### src/rtl/refdiv_pfd_pkg.sv
package refdiv_pfd_pkg;

  // Strobes from control to datapath
  typedef struct packed {
    logic       restart;   // ratio changed: zero the count, clear detector
    logic       hold;      // standby: freeze count, silence detector
    logic [1:0] ratioSel;  // {band, step}
  } divCtl_t;

  // Pump current level, ordered by magnitude
  typedef enum logic [1:0] {
    LVL_MIN  = 2'd0,
    LVL_LOW  = 2'd1,
    LVL_MID  = 2'd2,
    LVL_MAX  = 2'd3
  } pumpLvl_e;

endpackage

### src/rtl/refdiv_ctrl.sv
module refdiv_ctrl
  import refdiv_pfd_pkg::*;
(
  input  logic    clk,
  input  logic    rstN,
  input  logic    bandAm,
  input  logic    stepWide,
  input  logic    standby,
  output divCtl_t ctl
);

  logic [1:0] selNow;
  logic [1:0] selReg;

  assign selNow = {bandAm, stepWide};

  always_ff @(posedge clk) begin
    if (!rstN) selReg <= 2'b00;
    else       selReg <= selNow;
  end

  always_comb begin
    ctl.restart  = (selNow != selReg);
    ctl.hold     = standby;
    ctl.ratioSel = selNow;
  end

endmodule

### src/rtl/refdiv_pfd_core.sv
module refdiv_pfd_core (
  input  logic clk,
  input  logic rstN,
  input  logic clr,
  input  logic refTick,
  input  logic fbIn,
  output logic up,
  output logic dn
);

  logic fbPrev;
  logic fbRise;
  logic bothSet;

  assign fbRise  = fbIn & ~fbPrev;
  assign bothSet = up & dn;

  always_ff @(posedge clk) begin
    if (!rstN) fbPrev <= 1'b0;
    else       fbPrev <= fbIn;
  end

  // Clearing wins over new edges in the same cycle
  always_ff @(posedge clk) begin
    if (!rstN || clr || bothSet) begin
      up <= 1'b0;
      dn <= 1'b0;
    end else begin
      up <= up | refTick;
      dn <= dn | fbRise;
    end
  end

endmodule

### src/rtl/refdiv_dp.sv
module refdiv_dp
  import refdiv_pfd_pkg::*;
#(
  parameter int DIV_FM_FINE   = 320,
  parameter int DIV_FM_COARSE = 160,
  parameter int DIV_AM_FINE   = 4000,
  parameter int DIV_AM_COARSE = 1600
) (
  input  logic       clk,
  input  logic       rstN,
  input  divCtl_t    ctl,
  input  logic       fbPulse,
  input  logic       curr1,
  input  logic       curr2,
  output logic       refPulse,
  output logic       pumpUp,
  output logic       pumpDn,
  output logic [1:0] pumpLevel
);

  localparam int MAX_FM  = (DIV_FM_FINE > DIV_FM_COARSE) ? DIV_FM_FINE : DIV_FM_COARSE;
  localparam int MAX_AM  = (DIV_AM_FINE > DIV_AM_COARSE) ? DIV_AM_FINE : DIV_AM_COARSE;
  localparam int MAX_DIV = (MAX_FM > MAX_AM) ? MAX_FM : MAX_AM;
  localparam int CNT_W   = $clog2(MAX_DIV);

  logic [CNT_W-1:0] cnt;
  logic [CNT_W-1:0] termCnt;
  logic             refQ;
  pumpLvl_e         lvlQ;
  pumpLvl_e         lvlNext;

  always_comb begin
    unique case (ctl.ratioSel)
      2'b00:   termCnt = CNT_W'(DIV_FM_FINE - 1);
      2'b01:   termCnt = CNT_W'(DIV_FM_COARSE - 1);
      2'b10:   termCnt = CNT_W'(DIV_AM_FINE - 1);
      default: termCnt = CNT_W'(DIV_AM_COARSE - 1);
    endcase
  end

  always_ff @(posedge clk) begin
    if (!rstN) begin
      cnt  <= '0;
      refQ <= 1'b0;
    end else if (ctl.restart) begin
      cnt  <= '0;
      refQ <= 1'b0;
    end else if (ctl.hold) begin
      refQ <= 1'b0;
    end else if (cnt == termCnt) begin
      cnt  <= '0;
      refQ <= 1'b1;
    end else begin
      cnt  <= cnt + 1'b1;
      refQ <= 1'b0;
    end
  end

  assign refPulse = refQ;

  refdiv_pfd_core u_pfd (
    .clk     (clk),
    .rstN    (rstN),
    .clr     (ctl.restart | ctl.hold),
    .refTick (refQ),
    .fbIn    (fbPulse),
    .up      (pumpUp),
    .dn      (pumpDn)
  );

  always_comb begin
    unique case ({curr1, curr2})
      2'b00:   lvlNext = LVL_MIN;
      2'b01:   lvlNext = LVL_LOW;
      2'b11:   lvlNext = LVL_MID;
      default: lvlNext = LVL_MAX;
    endcase
  end

  always_ff @(posedge clk) begin
    if (!rstN) lvlQ <= LVL_MIN;
    else       lvlQ <= lvlNext;
  end

  assign pumpLevel = lvlQ;

endmodule

### src/rtl/refdiv_pfd.sv
module refdiv_pfd
  import refdiv_pfd_pkg::*;
#(
  parameter int DIV_FM_FINE   = 320,
  parameter int DIV_FM_COARSE = 160,
  parameter int DIV_AM_FINE   = 4000,
  parameter int DIV_AM_COARSE = 1600
) (
  input  logic       clk,
  input  logic       rstN,
  input  logic       bandAm,
  input  logic       stepWide,
  input  logic       curr1,
  input  logic       curr2,
  input  logic       standby,
  input  logic       fbPulse,
  output logic       refPulse,
  output logic       pumpUp,
  output logic       pumpDn,
  output logic       pumpOff,
  output logic [1:0] pumpLevel
);

  divCtl_t ctl;

  refdiv_ctrl u_ctrl (
    .clk      (clk),
    .rstN     (rstN),
    .bandAm   (bandAm),
    .stepWide (stepWide),
    .standby  (standby),
    .ctl      (ctl)
  );

  refdiv_dp #(
    .DIV_FM_FINE   (DIV_FM_FINE),
    .DIV_FM_COARSE (DIV_FM_COARSE),
    .DIV_AM_FINE   (DIV_AM_FINE),
    .DIV_AM_COARSE (DIV_AM_COARSE)
  ) u_dp (
    .clk       (clk),
    .rstN      (rstN),
    .ctl       (ctl),
    .fbPulse   (fbPulse),
    .curr1     (curr1),
    .curr2     (curr2),
    .refPulse  (refPulse),
    .pumpUp    (pumpUp),
    .pumpDn    (pumpDn),
    .pumpLevel (pumpLevel)
  );

  assign pumpOff = ~(pumpUp | pumpDn);

endmodule

### config.mk
export PLATFORM = sky130hd
export DESIGN_NAME = refdiv_pfd
export DESIGN_NICKNAME = d
export VERILOG_FILES = /design/src/rtl/refdiv_pfd_pkg.sv /design/src/rtl/refdiv_ctrl.sv /design/src/rtl/refdiv_pfd_core.sv /design/src/rtl/refdiv_dp.sv /design/src/rtl/refdiv_pfd.sv
export SDC_FILE = /design/constraint.sdc
export NUM_CORES = 1
export LEC_CHECK = 0
export BUFFER_PORTS_ARGS = -buffer_cell sky130_fd_sc_hd__buf_2
export CORE_ASPECT_RATIO = 1.1
export CORE_MARGIN = 2
export CORE_UTILIZATION = 40
export CTS_CLUSTER_SIZE = 12
export DETAILED_ROUTE_END_ITERATION = 10
export PLACE_DENSITY = 0.56
export SYNTH_ARGS = -nofsm -noshare
export SYNTH_HDL_FRONTEND = slang
export SYNTH_SLANG_ARGS = --single-unit
### constraint.sdc
create_clock -name clk -period 3.2 [get_ports clk]
set_input_delay 0.16 -clock clk [delete_from_list [all_inputs] [get_ports clk]]
set_output_delay 0.16 -clock clk [all_outputs]
set_load 0.1 [all_outputs]
==> results of run 1 <==
## per-layer routing
layer	wire, um	global-route usage [%]	vias up	share of wire [%]
met3	88	2.42	2	5.7
met2	692	18.2	17	45
li1	-	-	351	-
met1	746	16.5	318	48
met4	15	5.64	0	0.97
met5	0	0	-	0
## final timing paths
check | cells after the start | endpoint | slack, ns | from
setup / recovery | 4 | u_dp.cnt[1] | 1.41 | u_dp.cnt[9]
hold / removal | 2 | u_dp.u_pfd.fbPrev | 0.1 | fbPulse
setup reg to reg | 4 | u_dp.cnt[1] | 1.41 | u_dp.cnt[9]
hold reg to reg | 2 | u_dp.cnt[4] | 0.53 | u_dp.cnt[4]
## critical path: stages (launching register included)
cell       delay (ns)
dfxtp_1          0.36
or4_4            0.55
a2111oi_4        0.39
a31o_4           0.32
nor2_1           0.07
## flip-flops by register name (all words and copies together), names as in the netlist
name,count
u_dp.cnt,12
u_ctrl.selReg,2
u_dp.refPulse,1
u_dp.pumpLevel,2
u_dp.u_pfd.up,1
u_dp.u_pfd.fbPrev,1
u_dp.u_pfd.dn,1
## cells in the mapped netlist, drive strengths merged
cell,n
dfxtp,20
nor2,13
xor2,11
nand3,6
and2,5
ha,5
nand4,4
xnor2,4
inv,3
nor2b,3
and4b,2
buf,2
mux2i,2
nor3,2
a2111oi,1
a31o,1
and3,1
and4,1
clkbuf,1
nand2,1
nand2b,1
nand3b,1
o211ai,1
o21a,1
o21ai,1
o22a,1
or4,1
## cells in the final DEF, fill, tap and decap left out, drive strengths merged
| master | Yosys | final |
|---|---|---|
| dfxtp | 20 | 20 |
| buf | 2 | 13 |
| nor2 | 13 | 13 |
| xor2 | 11 | 11 |
| nand3 | 6 | 6 |
| and2 | 5 | 5 |
| ha | 5 | 5 |
| xnor2 | 4 | 4 |
| nand4 | 4 | 4 |
| clkbuf | 1 | 4 |
| inv | 3 | 3 |
| nor2b | 3 | 3 |
| mux2i | 2 | 2 |
| nor3 | 2 | 2 |
| and4b | 2 | 2 |
| o211ai | 1 | 1 |
| or4 | 1 | 1 |
| a2111oi | 1 | 1 |
| nand2b | 1 | 1 |
| nand3b | 1 | 1 |
| o21ai | 1 | 1 |
| a31o | 1 | 1 |
| and4 | 1 | 1 |
| and3 | 1 | 1 |
| nand2 | 1 | 1 |
| o22a | 1 | 1 |
| o21a | 1 | 1 |
## final cells by class
cell class | instances | area [um^2] | share of cell area (%)
flip-flops and latches | 20 | 400 | 36.6
multi-input cells | 69 | 543 | 49.7
well taps | 30 | 37.5 | 3.43
clock buffers | 4 | 36.3 | 3.32
repair buffers | 13 | 65.1 | 5.95
inverters | 3 | 11.3 | 1.03
## where the power goes
group,total (uW),switching [uW],internal [uW]
Sequential,256,2.16,254
Clock,140,70.6,69.3
Combinational,54.6,36.1,18.5
Total,450,109,341
## metrics by stage
stage / cell area, um^2 / util, % / hold slack (ns) / total power (uW)
finish: 1090 / 47.6 / 0.0955 / 450
global route: 1090 / 47.6 / 0.0859 / 472
CTS: 1090 / 47.6 / 0.0839 / 459
detailed placement: 1060 / 46.0 / 0.396 / 317
global placement: 1060 / 46.0 / 0.396 / 316
floorplan: 983 / - / 0.277 / 307
## logic make-up (layout without fill, tap and decap cells)
family / count (synthesis) / count (layout)
compound gates: 6 / 6
xor+xnor: 15 / 15
fa+ha+maj: 5 / 5
buf+inv: 6 / 20
flops: 20 / 20
mux: 2 / 2
simple gates: 41 / 41
==> run metrics, run 1 <==
syn nets=108; I/O Buffers=13; post-synthesis mux area share=2.04%; Distinct cells, synth=30; total clock sinks=20; FP Rows=18; Root Buffer=clkbuf_4; iteration count of the initial detailed-routing pass=4; DRC viols=0; critical path endpoint category=register; max-slew violations=0; routability cong.=0.760; GR Overflow Total=0; Clk Latency, worst-skew pair=between 0.2 and 0.3 ns; slew margin rel.=about 68%; FILL cells=231; I/O pins=14; core area=~0.0023 mm^2; pin count of the biggest net entering global routing=12; P&R area growth vs syn=11.2%; fin cells=139; cell taking the most area after synthesis=dfxtp_1; layout cells sized above 1=29.4%; CTS tree=done; Longest Clk Path Bufs=2; ANT cells=0; Worst VDD drop=roughly 0.27 mV; initial antenna violation count=0; pwr/cell area=412 mW/mm^2; Initial Util=42.8%; sequential fraction of the synthesis area=around two fifths; FMAX=558 MHz; main combinational cell family by area after synthesis=simple AND/OR/NAND/NOR gates; Critical Path AT=1.98 ns; HP Class=in2reg; Max Cap Viol=0; status=finished, final reports clean; Setup crit start kind=register; Yosys reg bits=20; Synth Instances=95; # setup viols final=0; Tmin final=1.79 ns; HPWL after detailed placement=1.15 mm; vias per inst=4.95; DRT iter0 DRCs=8; xor-xnor portion of the synthesized cell area=13.4%; period utilization=56.0%; CP Data Required Time=3.39 ns; dpl ws=1.22 ns; DR WL/cell=approximately 11 um; Routed Antenna Nets=0; ranking of synthesized cells by area=dfxtp_1 41%, xor2_1 9.8%, ha_1 6.4%, nor2_2 6.4%, xnor2_1 3.6%; nets=123; Die H=56.0 um; LEAKAGE=0.000427 uW; synthesized area per cell=10.4 um^2; setup ws final=1.41 ns; yosys warns=0; CTS hold repair buffers=0; number of global-route vias before repair=about 630; Adder-Cell Fraction of Synth Area=under 10%; total CTS buffers=3; All-Layer GR Usage=12.1%; Routed WL=~1.5 mm; Post-CTS Setup Inserts=0; first-pass GRT wire length=2.71 mm; area fraction of the dominant cell type after synthesis=40.7%; htree depth=1; Post-Syn Area=just under 0.001 mm^2; final hold violation count=0; placed cell count=~140; PostCTS Resize Cnt=0; RSZ-0062 raised after global routing=false; Compound-Gate Fraction of Synth Area=7.51%; Worst-Margin Slew=0.485 ns; clock slew at reported path FFs=0.10 ns; Setup TNS Final=0 ns; Die Footprint=0.00287 mm^2; Simple-Gate Fraction of Synth Area=26.0%; CP max FO=11; kind of critical path=reg2reg; Die X=51.3 um; Worst Skew=0.000825 ns; Vias=688
Note: power is estimated with default switching activity, not from simulation.
==> run 2: changes to the inputs <==
==> constraint.sdc (replaced) <==
create_clock -name clk -period 1.7 [get_ports clk]
set_input_delay 0.085 -clock clk [delete_from_list [all_inputs] [get_ports clk]]
set_output_delay 0.085 -clock clk [all_outputs]
set_load 0.1 [all_outputs]
==> run 2 against run 1 <==
The flow now finishes with violations (negative setup slack). Via count increased by 4.2%. Wire length grew 7.6%. Global-route usage grew 0.54 points. Non-clock buffer count up 7. Clock power increased by 89%. Die area unchanged. Highest routed layer unchanged. Combinational power grew 110%.
==> run metrics, run 2 (same netlist as run 1, synthesis figures left out) <==
Clk Latency, worst-skew pair=0.29 ns; Detail Route met3 WL=~85 um; Hold Path Depth=2; kind of critical path=reg2reg; uppermost layer routed=met4; Setup TNS Final=-0.00240 ns; Longest Clk Path Bufs=2; failing checks=negative setup slack; layout cells sized above 1=35.9%; DR WL/cell=roughly 11 um; met1 WL=801 um; hold endpoint=u_dp.u_pfd.fbPrev; R2R Path End=u_dp.cnt[1]; critical path's top delay family=compound AO/OA/AOI/OAI gates; max-slew violations=0; CTS hold repair buffers=0; max reg flops=12; FP Rows=18; pwr/cell area=roughly 740 mW/mm^2; iteration count of the initial detailed-routing pass=3; Worst Skew=0.000871 ns; reg-to-reg setup timing slack=-0.002 ns; r2r startpoint=u_dp.cnt[9]; DRT iter0 DRCs=3; critical path endpoint category=register; CP max FO=6; buffer and inverter count on the worst path=0; Max Cap Viol=0; nets=~130; Critical Path AT=1.90 ns; placed cell count=142; GR Overflow Total=0; FILL cells=about 230; CTS tree=done; Die X=between 50 and 60 um; Setup crit start kind=register; P&R area growth vs syn=18.7%; slew margin rel.=67.8%; HP Class=in2reg; first-pass GRT wire length=2.76 mm; fin cells=147; htree depth=1; RSZ-0062 raised after global routing=true; commonest non-fill, non-tap cell in the layout=dfxtp_1; total clock sinks=20; number of global-route vias before repair=approximately 660; Post-CTS Setup Inserts=0; routability cong.=roughly 0.78; Worst-Margin Slew=0.486 ns; pin count of the biggest net entering global routing=12; most frequent cells in the layout=19 x dfxtp_1, 13 x buf_2, 11 x nor2_2, 11 x xor2_1, 7 x buf_4; clock slew at reported path FFs=0.10 ns; Routed Antenna Nets=0; I/O pins=14; LEAKAGE=0.000469 uW; status=finished with violations; HPWL after detailed placement=1.22 mm; CP Data Required Time=1.90 ns; core area=0.00230 mm^2; ANT cells=0; period utilization=100%; Worst VDD drop=0.457 mV; setup ws final=-0.00240 ns; Die Footprint=0.00287 mm^2; Vias=717; Tot Pwr=861 uW; CP Cell Sequence=or4_4 -> a2111oi_4 -> a31o_4 -> nor2_1; post-route cell area=0.00117 mm^2; final hold violation count=0; Largest Register=u_dp.cnt; total CTS buffers=3; Cell Area, Placed=0.00111 mm^2; CP peak stage delay=0.54 ns; Routed WL=approximately 1.7 mm; DRC viols=0; vias per inst=4.88; All-Layer GR Usage=roughly 13%; # setup viols final=1; metal2 WL=around 760 um; Hold Path Origin=fbPulse; Initial Util=between 40% and 50%; initial antenna violation count=0; Tmin final=1.70 ns; FMAX=587 MHz; CP max stage cell=or4_4; R2R cell count=4; Root Buffer=clkbuf_4; I/O Buffers=13; Die H=around 56 um; Layout Utilization=50.8%
run 2: changes by cell type in the layout (fill, tap and decap cells not counted):
cell / previous run / this run
buf_4: 0 / 7
dfxtp_2: 0 / 1
nor2_1: 3 / 2
a31o_4: 1 / 2
dfxtp_1: 20 / 19
nor2_2: 10 / 11
run 2: worst max path at each step:
| stage | start | depth (start not counted) | to |
|---|---|---|---|
| floorplan | u_dp.u_pfd.up | 1 | pumpOff |
| global placement | stepWide | 7 | u_dp.cnt[1] |
| detailed placement | stepWide | 7 | u_dp.cnt[1] |
| CTS | u_dp.cnt[9] | 4 | u_dp.cnt[1] |
| global route | u_dp.cnt[9] | 4 | u_dp.cnt[10] |
| finish | u_dp.cnt[9] | 4 | u_dp.cnt[1] |
run 2: layout make-up:
class / instances / area [um^2] / area share, %
Clock buffer: 4 / 36.3 / 3.11
Tap cell: 30 / 37.5 / 3.22
Sequential cell: 20 / 402 / 34.4
Timing Repair Buffer: 20 / 118 / 10.1
Inverter: 3 / 11.3 / 0.965
Multi-Input combinational cell: 70 / 563 / 48.2
run 2: through the flow:
stage / hold slack [ns] / setup slack [ns]
floorplan: 0.202 / -0.000510
global placement: 0.321 / -0.0600
detailed placement: 0.326 / -0.0998
CTS: 0.00757 / -0.0125
global route: 0.00275 / -0.0560
finish: 0.0218 / -0.00240
run 2: layer usage:
layer,GRT usage [%],up-vias
met5,0,-
met1,15.3,330
li1,-,372
met3,2.69,2
met2,20.2,13
met4,7.52,0
run 2: power by group:
group          switching (uW)  internal, uW  total, uW
clock                     135           130        265
combinational            71.8          42.9        115
sequential               4.34           477        482
total                     211           651        861
run 2: repair_timing:
| item | 4_1_cts | 5_1_grt |
|---|---|---|
| gates cloned | 1 | 0 |
| gates resized for setup | 1 | 1 |
| endpoints found under the setup margin | 11 | 11 |
| pin swaps | 1 | 2 |
